[src/rtl/blk_xfer_seq.sv]
module blk_xfer_seq #(
  parameter int AW = 16,
  parameter int DW = 8,
  parameter int TW = 24,
  parameter int RW = 7
) (
  input  logic          clk,
  input  logic          rst_n,
  input  logic          start,
  input  logic          op_compare,
  input  logic          op_repeat,
  input  logic          dir_down,
  input  logic          undoc_en,
  input  logic          early_exit,
  input  logic [DW-1:0] a_in,
  input  logic [7:0]    f_in,
  input  logic [AW-1:0] hl_in,
  input  logic [AW-1:0] de_in,
  input  logic [AW-1:0] bc_in,
  output logic [AW-1:0] mem_addr,
  output logic          mem_re,
  output logic          mem_we,
  output logic [DW-1:0] mem_wdata,
  input  logic [DW-1:0] mem_rdata,
  output logic          busy,
  output logic          done,
  output logic [AW-1:0] hl_out,
  output logic [AW-1:0] de_out,
  output logic [AW-1:0] bc_out,
  output logic [7:0]    f_out,
  output logic [TW-1:0] tstates,
  output logic [RW-1:0] refresh_adv,
  output logic          rewind
);
  localparam logic [TW-1:0] COST_GO  = TW'(21);
  localparam logic [TW-1:0] COST_END = TW'(16);

  typedef enum logic [1:0] {IDLE, RD, EXE, WR} st_t;
  st_t st;

  logic [AW-1:0] hl, de, bc;
  logic [DW-1:0] acc, byte_q;
  logic [7:0]    fl;
  logic          cmp_q, rep_q, dn_q, und_q;

  logic [AW-1:0] step, bc_nx;
  logic [DW-1:0] diff, diff_h, sum;
  logic          hc, upd, more;
  logic [7:0]    f_cp, f_cmp;

  assign step   = dn_q ? '1 : AW'(1);
  assign bc_nx  = bc - AW'(1);
  assign diff   = acc - mem_rdata;
  assign hc     = acc[4] ^ mem_rdata[4] ^ diff[4];
  assign diff_h = diff - DW'(hc);
  assign sum    = byte_q + acc;

  assign f_cp  = {fl[7], fl[6], und_q & sum[1], 1'b0, und_q & sum[3],
                  bc_nx != '0, 1'b0, fl[0]};
  assign f_cmp = {diff[7], diff == '0, und_q & diff_h[1], hc, und_q & diff_h[3],
                  bc_nx != '0, 1'b1, fl[0]};

  assign upd  = (st == EXE && cmp_q) || st == WR;
  assign more = rep_q && bc_nx != '0 && (!cmp_q || diff != '0);

  assign mem_re    = st == RD;
  assign mem_we    = st == WR;
  assign mem_addr  = (st == WR) ? de : hl;
  assign mem_wdata = byte_q;
  assign busy      = st != IDLE;
  assign hl_out    = hl;
  assign de_out    = de;
  assign bc_out    = bc;
  assign f_out     = fl;

  always_ff @(posedge clk) begin
    if (!rst_n) begin
      st <= IDLE;
      hl <= '0; de <= '0; bc <= '0; acc <= '0; fl <= '0; byte_q <= '0;
      cmp_q <= 1'b0; rep_q <= 1'b0; dn_q <= 1'b0; und_q <= 1'b0;
      tstates <= '0; refresh_adv <= '0; rewind <= 1'b0; done <= 1'b0;
    end else begin
      done <= 1'b0;
      case (st)
        IDLE: if (start) begin
          hl <= hl_in; de <= de_in; bc <= bc_in; acc <= a_in; fl <= f_in;
          cmp_q <= op_compare; rep_q <= op_repeat; dn_q <= dir_down; und_q <= undoc_en;
          tstates <= '0; refresh_adv <= '0; rewind <= 1'b0;
          st <= RD;
        end
        RD:  st <= EXE;
        EXE: begin
          byte_q <= mem_rdata;
          if (!cmp_q) st <= WR;
        end
        default: ;
      endcase
      if (upd) begin
        bc <= bc_nx;
        hl <= hl + step;
        if (!cmp_q) de <= de + step;
        fl <= cmp_q ? f_cmp : f_cp;
        refresh_adv <= refresh_adv + RW'(2);
        if (more) begin
          tstates <= tstates + COST_GO;
          if (early_exit) begin
            rewind <= 1'b1; done <= 1'b1; st <= IDLE;
          end else st <= RD;
        end else begin
          tstates <= tstates + COST_END;
          done <= 1'b1; st <= IDLE;
        end
      end
    end
  end

  assert_one_access_R11: assert property (@(posedge clk) disable iff (!rst_n)
    !(mem_re && mem_we));
  assert_write_after_read_R11: assert property (@(posedge clk) disable iff (!rst_n)
    mem_we |-> $past(mem_re, 2));
  assert_done_idle_R11: assert property (@(posedge clk) disable iff (!rst_n)
    done |-> !busy && $past(busy));
  assert_bc_step_R1: assert property (@(posedge clk) disable iff (!rst_n)
    (busy && $past(busy) && bc != $past(bc)) |-> bc == $past(bc) - AW'(1));
  assert_copy_complete_R6: assert property (@(posedge clk) disable iff (!rst_n)
    (done && !rewind && rep_q && !cmp_q) |-> bc == '0);
endmodule

[config.mk]
export PLATFORM = sky130hd
export DESIGN_NAME = blk_xfer_seq
export DESIGN_NICKNAME = d
export VERILOG_FILES = /design/src/rtl/blk_xfer_seq.sv
export SDC_FILE = /design/constraint.sdc
export NUM_CORES = 1
export LEC_CHECK = 0
export BUFFER_PORTS_ARGS = -buffer_cell sky130_fd_sc_hd__buf_4
export CORE_MARGIN = 5
export CORE_UTILIZATION = 54
export DETAILED_ROUTE_END_ITERATION = 6
export PLACE_DENSITY = 0.8
export SLEW_MARGIN = 20
export SYNTH_ARGS = -nofsm -noshare
export SYNTH_HDL_FRONTEND = slang
export SYNTH_SLANG_ARGS = --single-unit
[constraint.sdc]
create_clock -name clk -period 3.4 [get_ports clk]
set_input_delay 0.34 -clock clk [delete_from_list [all_inputs] [get_ports clk]]
set_output_delay 0.34 -clock clk [all_outputs]
set_load 0.02 [all_outputs]
* Word-level counts from Yosys, hierarchy flattened
Cells that the tools add are included.
** Cells by class
- $add $sub $neg :: 9
- Equal/unequal tests :: 6
- Mux-type cells :: 36
- Bitwise logic cells :: 7
- Reductions and logical operators :: 20
** Operators by type and width (count)
- $mux W16 :: 12
- $mux W24 :: 4
- $add A24 B5 Y24 const B :: 2
- $add A16 B16 Y16 :: 2
- $mux W8 :: 4
- $mux W7 :: 3
- $reduce_bool A16 Y1 :: 1
- $sub A16 B1 Y16 const B :: 1
- $reduce_and A3 Y1 :: 3
- $logic_not A8 Y1 :: 1
- $mux W1 :: 8
- $mux W2 :: 4
- $reduce_bool A8 Y1 :: 1
- $sub A8 B8 Y8 :: 1
- $add A7 B2 Y7 const B :: 1
- $ne A3 B3 Y1 const B :: 2
- $pmux W2 S3 :: 1
- $reduce_and A2 Y1 :: 3
- $reduce_bool A2 Y1 :: 3
- $add A4 B4 Y4 :: 1
- $and A1 B1 Y1 :: 4
- $eq A2 B2 Y1 const B :: 2
- $reduce_bool A4 Y1 :: 1
- $sub A4 B1 Y4 :: 1
- 8 further kinds :: 12
** Word-level totals
- Register bits after elaboration :: 111
- Bits of input ports :: 80
- Output and inout bits :: 116
- Word-level logic and storage cells :: 95

* Longest topological paths before layout
Gate-level depths: netlist (run 1).
- Depth after elaboration :: 6
- Depth in mapped cells :: 13
- Gate-level depth less buffers :: 11

* Worst setup path after synthesis (run 1)
OpenSTA, ideal clock, no wires.
- Path type :: reg2reg
- Start :: register bc[0] (netlist: bc_out[0])
- End :: register tstates[13]
- Setup time :: 0.060 ns
- Arrival :: 3.058 ns
- Data required time :: 3.340 ns
- Setup slack :: 0.283 ns
- Stages on the path, launching flop included :: 14
- Buffers on the path :: 3
- Period minus slack after synthesis :: 3.117 ns
- Cells stage by stage :: dfxtp_1 > inv_1 > ha_1 > or4b_4 > buf_6 > o21ai_2 > nand4_1 > or4_4 > o21a_1 > buf_6 > a21o_1 > buf_6 > a2111oi_4 > a41o_1
** Between the ends
- Word-level cells in the longest chain between the ends :: 6
** Ends and longest elaborated chain
- from (decl) :: RTL line 41 : logic [AW-1:0] hl, de, bc;
- from (signal assigned) :: RTL line 86 : hl <= hl_in; de <= de_in; bc <= bc_in; acc <= a_in; fl <= f_in;
- from (signal assigned) :: RTL line 99 : bc <= bc_nx;
- $sub A16 B1 Y16 :: RTL line 52 : assign bc_nx = bc - AW'(1);
- $reduce_bool A16 Y1 :: RTL line 64 : assign more = rep_q && bc_nx != '0 && (!cmp_q || diff != '0);
- $logic_and A1 B1 Y1 (2 in a row) :: RTL line 64
- $mux W24 :: RTL line 104 : if (more) begin
- $mux W24 :: RTL line 98 : if (upd) begin
- to (signal assigned) :: RTL line 105 : tstates <= tstates + COST_GO;
- to (signal assigned) :: RTL line 110 : tstates <= tstates + COST_END;
- to (decl) :: RTL line 31 : output logic [TW-1:0] tstates,
No other way between the ends.
A chain may end at the register's enable or synchronous reset.

* Worst setup path after layout (run 1)
- Start :: register bc[1] (netlist: bc_out[1])
- End :: register tstates[13]
The elaborated chain is that of the path after synthesis.

==> results of run 1 <==
==> per-layer routing <==
layer	vias up	routed length [um]	track usage
met1	3522	9880	0.372
met2	258	10400	0.425
li1	3678	-	-
met4	0	224	0.0555
met3	18	1620	0.0521
met5	-	0	0
==> path summary, 6_finish.rpt <==
| path | start | to | slack, ns |
|---|---|---|---|
| worst max-delay path | bc_out[1] | tstates[13] | 0.19 |
| worst max register to register | bc_out[1] | tstates[13] | 0.19 |
| worst min register to register | f_out[0] | f_out[0] | 0.46 |
| worst min-delay path | a_in[6] | acc[6] | 0.23 |
==> state kept, by name, summed over array words and instances, names as in the netlist, 2 cells and up <==
| register | count |
|---|---|
| refresh_adv | 6 |
| tstates | 24 |
| mem_wdata | 8 |
| de_out | 16 |
| st | 2 |
| bc_out | 16 |
| f_out | 8 |
| acc | 8 |
| hl_out | 16 |
==> power by group through the flow <==
stage                     sequential (mW)  combinational, mW  clock [mW]
after floorplan                      2.06               1.97           0
after global placement               1.88               3.20           0
after detailed placement             1.88               3.25           0
after CTS                            1.86               3.27       0.992
after global routing                 1.90               3.61        1.05
final                                1.87               3.29       0.989
==> cells in the mapped netlist (5+ instances only) <==
cell	n
nand2_1	145
dfxtp_1	110
a21oi_1	72
nor2_1	72
ha_1	49
clkbuf_1	35
o21ai_0	34
inv_1	31
nand3_1	28
xnor2_1	27
a311oi_1	18
and3_1	18
nor3_1	17
mux2i_1	16
xor2_1	16
a31oi_1	15
buf_1	14
mux2_2	14
a211oi_1	13
nand4_1	13
a21o_1	11
o2111ai_1	11
a221oi_1	10
o41ai_1	9
nand2b_1	8
o21a_1	8
and2_1	5
nor2b_1	5
nor4_1	5
nor4b_1	5
o221ai_1	5
==> worst max-delay path: stages, from the launching register on <==
cell and delay, ns:
dfxtp_1 0.36, inv_1 0.10, ha_1 0.27, or4b_4 0.59
o21ai_2 0.14, nand4_1 0.09, or4_4 0.50, o21a_2 0.32
a21o_2 0.30, a2111oi_4 0.35, a41o_1 0.12
==> cell families after synthesis <==
logic type,Yosys count,share of synthesized area
other,1,0.000518
DFF,110,0.304
and+or+nand+nor,348,0.226
adders and majority gates,52,0.0930
AOI/OAI and AO/OA,240,0.229
buffers and inverters,89,0.0508
muxes,30,0.0439
xor gates and xnor gates,43,0.0520
==> metrics by stage <==
stage,cell area [um^2],cells
after floorplan,7240,913
after global placement,8840,1246
after detailed placement,8840,1246
after CTS,9110,1262
after global routing,9150,1264
final,9150,1264
==> cell type report <==
class,instances,area [um^2],share of cell area
repair buffers,216,1650,0.180
well taps,176,220,0.0241
clock inverters,7,41.3,0.00451
inverters,32,120,0.0131
multi-input cells,714,4700,0.513
clock buffers,9,225,0.0246
flip-flops and latches,110,2200,0.241
==> timing repair <==
item,CTS,global route
buffers inserted,0,2
resized for setup,0,4
setup endpoints to repair,0,17
hold endpoints to repair,0,0
==> impl_metrics.csv, run 1 <==
group,metric,value,unit
run_status,status,"finished clean",
global_route,grt-ovfl-total,0,
cts,h-tree-depth,3,
floorplanning,core_area,13200,um^2
cells_and_area,mostFrequentLayoutCell,"buf_4",
timing,hold-worst-slack,0.231,ns
cells_and_area,nNetsFinal,1215,
synth,synth_warnings,0,
global_route,grt_antenna_before_repair,0,
timing,min_period_over_period,0.943,
worst_setup_path,startpoint_type,"flop",
timing,period_needed,3.21,ns
timing,drv_slew,0,
placed_design,dpl.hpwl,15900,um
detailed_routing,drtAntennaViolNets,0,
timing,layout_setup_ws,0.195,ns
detailed_routing,wire_per_inst,17.5,um
cts,cts_made_buffers,9,
cells_and_area,syn_to_final_growth,26.5,%
timing,finalHoldViolations,0,
timing,slew_headroom,0.453,
synth,netlist.area_leader.share,0.304,
synth,postSynthNetCount,1045,
cts,cts_hold_buf,0,
cts,cts.clk_slew.worst_paths,0.07,ns
hold_path,min_path_type,"input port to flop",
floorplanning,dieHeight,126,um
detailed_routing,viasPerCell,5.91,
worst_setup_path,crit_type,"flop to flop",
synth,netlist_instances,913,
cells_and_area,diodes,0,
worst_setup_path,crit_arrival,3.50,ns
placed_design,portBuffers,194,
power,p_sw_frac,0.446,
worst_setup_path,required,3.70,ns
cells_and_area,mostFrequentLayoutCells,"buf_4 (214), nand2_1 (144), dfxtp_1 (110), nor2_1 (72), a21oi_1 (71)",
timing,rsz0062_at_grt,"no",
floorplanning,die_area,15800,um^2
floorplanning,row_count,42,
timing,worst_pin_slew,0.820,ns
power,finalPower,6.15,mW
placed_design,gp_congestion,0.909,
power,power_density,671,nW/um^2
synth,yosys.area.top_type,"dfxtp_1",
power,combPwrFrac,0.536,
synth,synth-async-reset-ratio,0,
synth,synth_edf_count,0,
floorplanning,ioPinCount,196,
synth,syn_area,7240,um^2
floorplanning,initial_core_util,0.549,
power,switchingPower,2.74,mW
timing,tns,0,ns
synth,synth_ff_type,"dfxtp_1",
synth,synth_cell_types,71,
power,p_int,3.40,mW
detailed_routing,route.detailed.drc,0,
cts,clk_latency,0.35,ns
cts,clockBufferDepth,2,
worst_setup_path,reg2regPathDepth,10,
power,p_leak,4.00,nW
cells_and_area,fin_util,0.694,
timing,max_freq,312,MHz
cts,cts_tree,"done",
cts,clock_sinks,110,
synth,synth_seq_cells,110,
detailed_routing,wl,22100,um
global_route,grt_pass1_vias,6866,
power,seqPwrFrac,0.304,
timing,setup_violations,0,
detailed_routing,drt-initial-drc-count,673,
cts,ctsRootBufferMaster,"clkbuf_16",
power,pwr-share-clk,0.161,
global_route,grt_max_degree,53,
synth,syn_area_per_cell,7.93,um^2
timing,finClkSkew,0.00629,ns
cells_and_area,final.fill_count,1138,
job,drv_cap,0,
cells_and_area,layout-drive-gt1-share,0.249,
synth,yosys-top-cells-area,"dfxtp_1 (30%), ha_1 (8.5%), nand2_1 (7.5%), a21oi_1 (5.0%), nor2_1 (3.7%)",
power,irDropWorstVdd,410,uV
hold_path,min_path_cells,3,
placed_design,place_ws,0.103,ns
global_route,grt_use_total,0.264,
worst_setup_path,end_kind,"flop",
floorplanning,die_w,126,um
synth,synth_seq_area_share,0.304,
global_route,grt_pass1_wl,35100,um
detailed_routing,drtPass1Iterations,6,
detailed_routing,num_vias,7476,
worst_setup_path,crit_fanout,11,
Note: power is estimated with default switching activity, not from simulation.
==> run 2, diff against run 1 <==
--- a/config.mk
+++ b/config.mk
@@ -7,9 +7,10 @@
 export LEC_CHECK = 0
 export BUFFER_PORTS_ARGS = -buffer_cell sky130_fd_sc_hd__buf_4
 export CORE_MARGIN = 5
-export CORE_UTILIZATION = 54
+export CORE_UTILIZATION = 55
+export CTS_BUF_LIST = sky130_fd_sc_hd__clkbuf_4 sky130_fd_sc_hd__clkbuf_8
 export DETAILED_ROUTE_END_ITERATION = 6
-export PLACE_DENSITY = 0.8
+export PLACE_DENSITY = 0.81
 export SLEW_MARGIN = 20
 export SYNTH_ARGS = -nofsm -noshare
 export SYNTH_HDL_FRONTEND = slang
==> impl_metrics.csv, run 2 (synthesis gave the netlist of run 1 again) <==
group,metric,value,unit
timing,period_needed,3.23,ns
worst_setup_path,crit_fanout,11,
cells_and_area,mostFrequentLayoutCell,"buf_4",
floorplanning,ioPinCount,196,
timing,finClkSkew,0.0112,ns
worst_setup_path,crit_slowest_cell,"or4b_4",
cells_and_area,largest_reg_flops,24,
worst_setup_path,r2r_slack,0.17,ns
worst_setup_path,max_stage_delay,0.59,ns
cts,cts_tree,"done",
worst_setup_path,critical_path.top_delay_family,"compound AO/OA/AOI/OAI gates",
detailed_routing,drtAntennaViolNets,0,
cts,clockBufferDepth,2,
detailed_routing,wire_per_inst,17.3,um
global_route,grt_pass1_wl,35500,um
detailed_routing,drt-initial-drc-count,638,
placed_design,place_area,8840,um^2
cts,clock_sinks,110,
timing,setup_violations,0,
cts,cts.clk_slew.worst_paths,0.10,ns
worst_setup_path,crit_type,"flop to flop",
cts,h-tree-depth,3,
worst_setup_path,worstReg2RegStart,"bc_out[1]",
floorplanning,die_area,15600,um^2
detailed_routing,drtPass1Iterations,5,
global_route,grt_pass1_vias,7098,
timing,rsz0062_at_grt,"no",
placed_design,portBuffers,194,
timing,slew_headroom,0.241,
hold_path,min-delay-start,"undoc_en",
worst_setup_path,end_kind,"flop",
global_route,grt_antenna_before_repair,0,
timing,min_period_over_period,0.951,
cells_and_area,mostFrequentLayoutCells,"buf_4 (212), nand2_1 (144), dfxtp_1 (110), nor2_1 (72), a21oi_1 (71)",
detailed_routing,route.detailed.drc,0,
detailed_routing,viasPerCell,6.00,
hold_path,min_path_type,"input port to flop",
worst_setup_path,reg2regPathDepth,10,
cts,cts_made_buffers,9,
global_route,grt_max_degree,53,
power,finalPower,5.86,mW
timing,drv_slew,0,
timing,finalHoldViolations,0,
cells_and_area,layout-drive-gt1-share,0.246,
timing,worst_pin_slew,1.13,ns
worst_setup_path,startpoint_type,"flop",
floorplanning,row_count,42,
worst_setup_path,crit_buf_inv,1,
cts,ctsRootBufferMaster,"clkbuf_8",
power,p_leak,3.94,nW
timing,max_freq,309,MHz
run_status,status,"finished clean",
placed_design,dpl.hpwl,15800,um
hold_path,hold_path_end,"und_q",
floorplanning,core_area,13100,um^2
worst_setup_path,r2r-end,"tstates[13]",
global_route,grt-ovfl-total,0,
placed_design,gp_congestion,0.904,
cells_and_area,syn_to_final_growth,24.7,%
floorplanning,initial_core_util,0.553,
hold_path,min_path_cells,3,
cts,clk_latency,0.39,ns
cells_and_area,nNetsFinal,1213,
timing,tns,0,ns
job,drv_cap,0,
worst_setup_path,crit_arrival,3.56,ns
detailed_routing,num_vias,7548,
worst_setup_path,worstPathCellList,"inv_1 -> ha_1 -> or4b_4 -> o21ai_2 -> nand4_1 -> or4_4 -> o21a_2 -> a21o_2 -> a2111oi_4 -> a41o_1",
cells_and_area,diodes,0,
floorplanning,dieHeight,125,um
cts,cts_hold_buf,0,
global_route,grt_use_total,0.270,
power,irDropWorstVdd,449,uV
floorplanning,die_w,125,um
detailed_routing,wl,21800,um
power,power_density,649,nW/um^2
cells_and_area,final_cell_area,9020,um^2
worst_setup_path,required,3.73,ns
cells_and_area,regMostFlops,"tstates",
[run 2: cell types whose count changed in the layout (fill, tap and decap cells not counted), sizes merged]
| cell | before | now |
|---|---|---|
| buf | 216 | 214 |
| clkinv | 6 | 1 |
| clkbuf | 9 | 11 |
[run 2: final cells by class]
cell class / instances / area (um^2)
flip-flops and latches: 110 / 2200
fillers: 1095 / 4060
inverters: 32 / 120
multi-input cells: 714 / 4700
clock buffers: 11 / 139
clock inverters: 2 / 12.5
well taps: 176 / 220
repair buffers: 214 / 1630
[run 2: worst max-delay path by stage]
| stage | slack (ns) | cells past startpoint | start | endpoint |
|---|---|---|---|---|
| final | 0.17 | 10 | bc_out[1] | tstates[13] |
| after global routing | 0.02 | 10 | bc_out[1] | tstates[13] |
| after CTS | 0.03 | 10 | bc_out[1] | tstates[16] |
| after detailed placement | 0.07 | 10 | bc_out[1] | tstates[16] |
| after global placement | 0.18 | 10 | bc_out[1] | tstates[6] |
| after floorplan | 0.28 | 13 | bc_out[0] | tstates[13] |
[run 2: power breakdown]
group | switching (mW) | leakage (nW) | internal, mW
sequential | 0.320 | 0.898 | 1.54
clock | 0.441 | 0.0780 | 0.271
combinational | 1.92 | 2.96 | 1.37
[run 2: worst register-to-register path, stage by stage (launching register included)]
cell	delay [ns]
dfxtp_1	0.38
inv_1	0.11
ha_1	0.27
or4b_4	0.59
o21ai_2	0.14
nand4_1	0.09
or4_4	0.50
o21a_2	0.31
a21o_2	0.31
a2111oi_4	0.36
a41o_1	0.12
[run 2: routing by layer]
metal | GRT usage | wire [um] | share of wire
met5 | 0 | 0 | 0
met2 | 0.437 | 10100 | 0.46
met4 | 0.0683 | 323 | 0.015
met1 | 0.372 | 9770 | 0.45
met3 | 0.0493 | 1590 | 0.073
[run 2: stage by stage]
stage               utilization  instances  hold WS [ns]  setup WS [ns]
global placement          0.675       1245         0.446          0.183
finish                    0.690       1259         0.187          0.166
global route              0.690       1259         0.199         0.0153
CTS                       0.687       1258         0.178         0.0302
detailed placement        0.675       1245         0.454         0.0700
floorplan                     -        913         0.437          0.283
[run 2: timing repair]
action / in CTS / in global routing
endpoints found under the setup margin: 0 / 21
buffers inserted: 0 / 1
resized for setup: 0 / 5
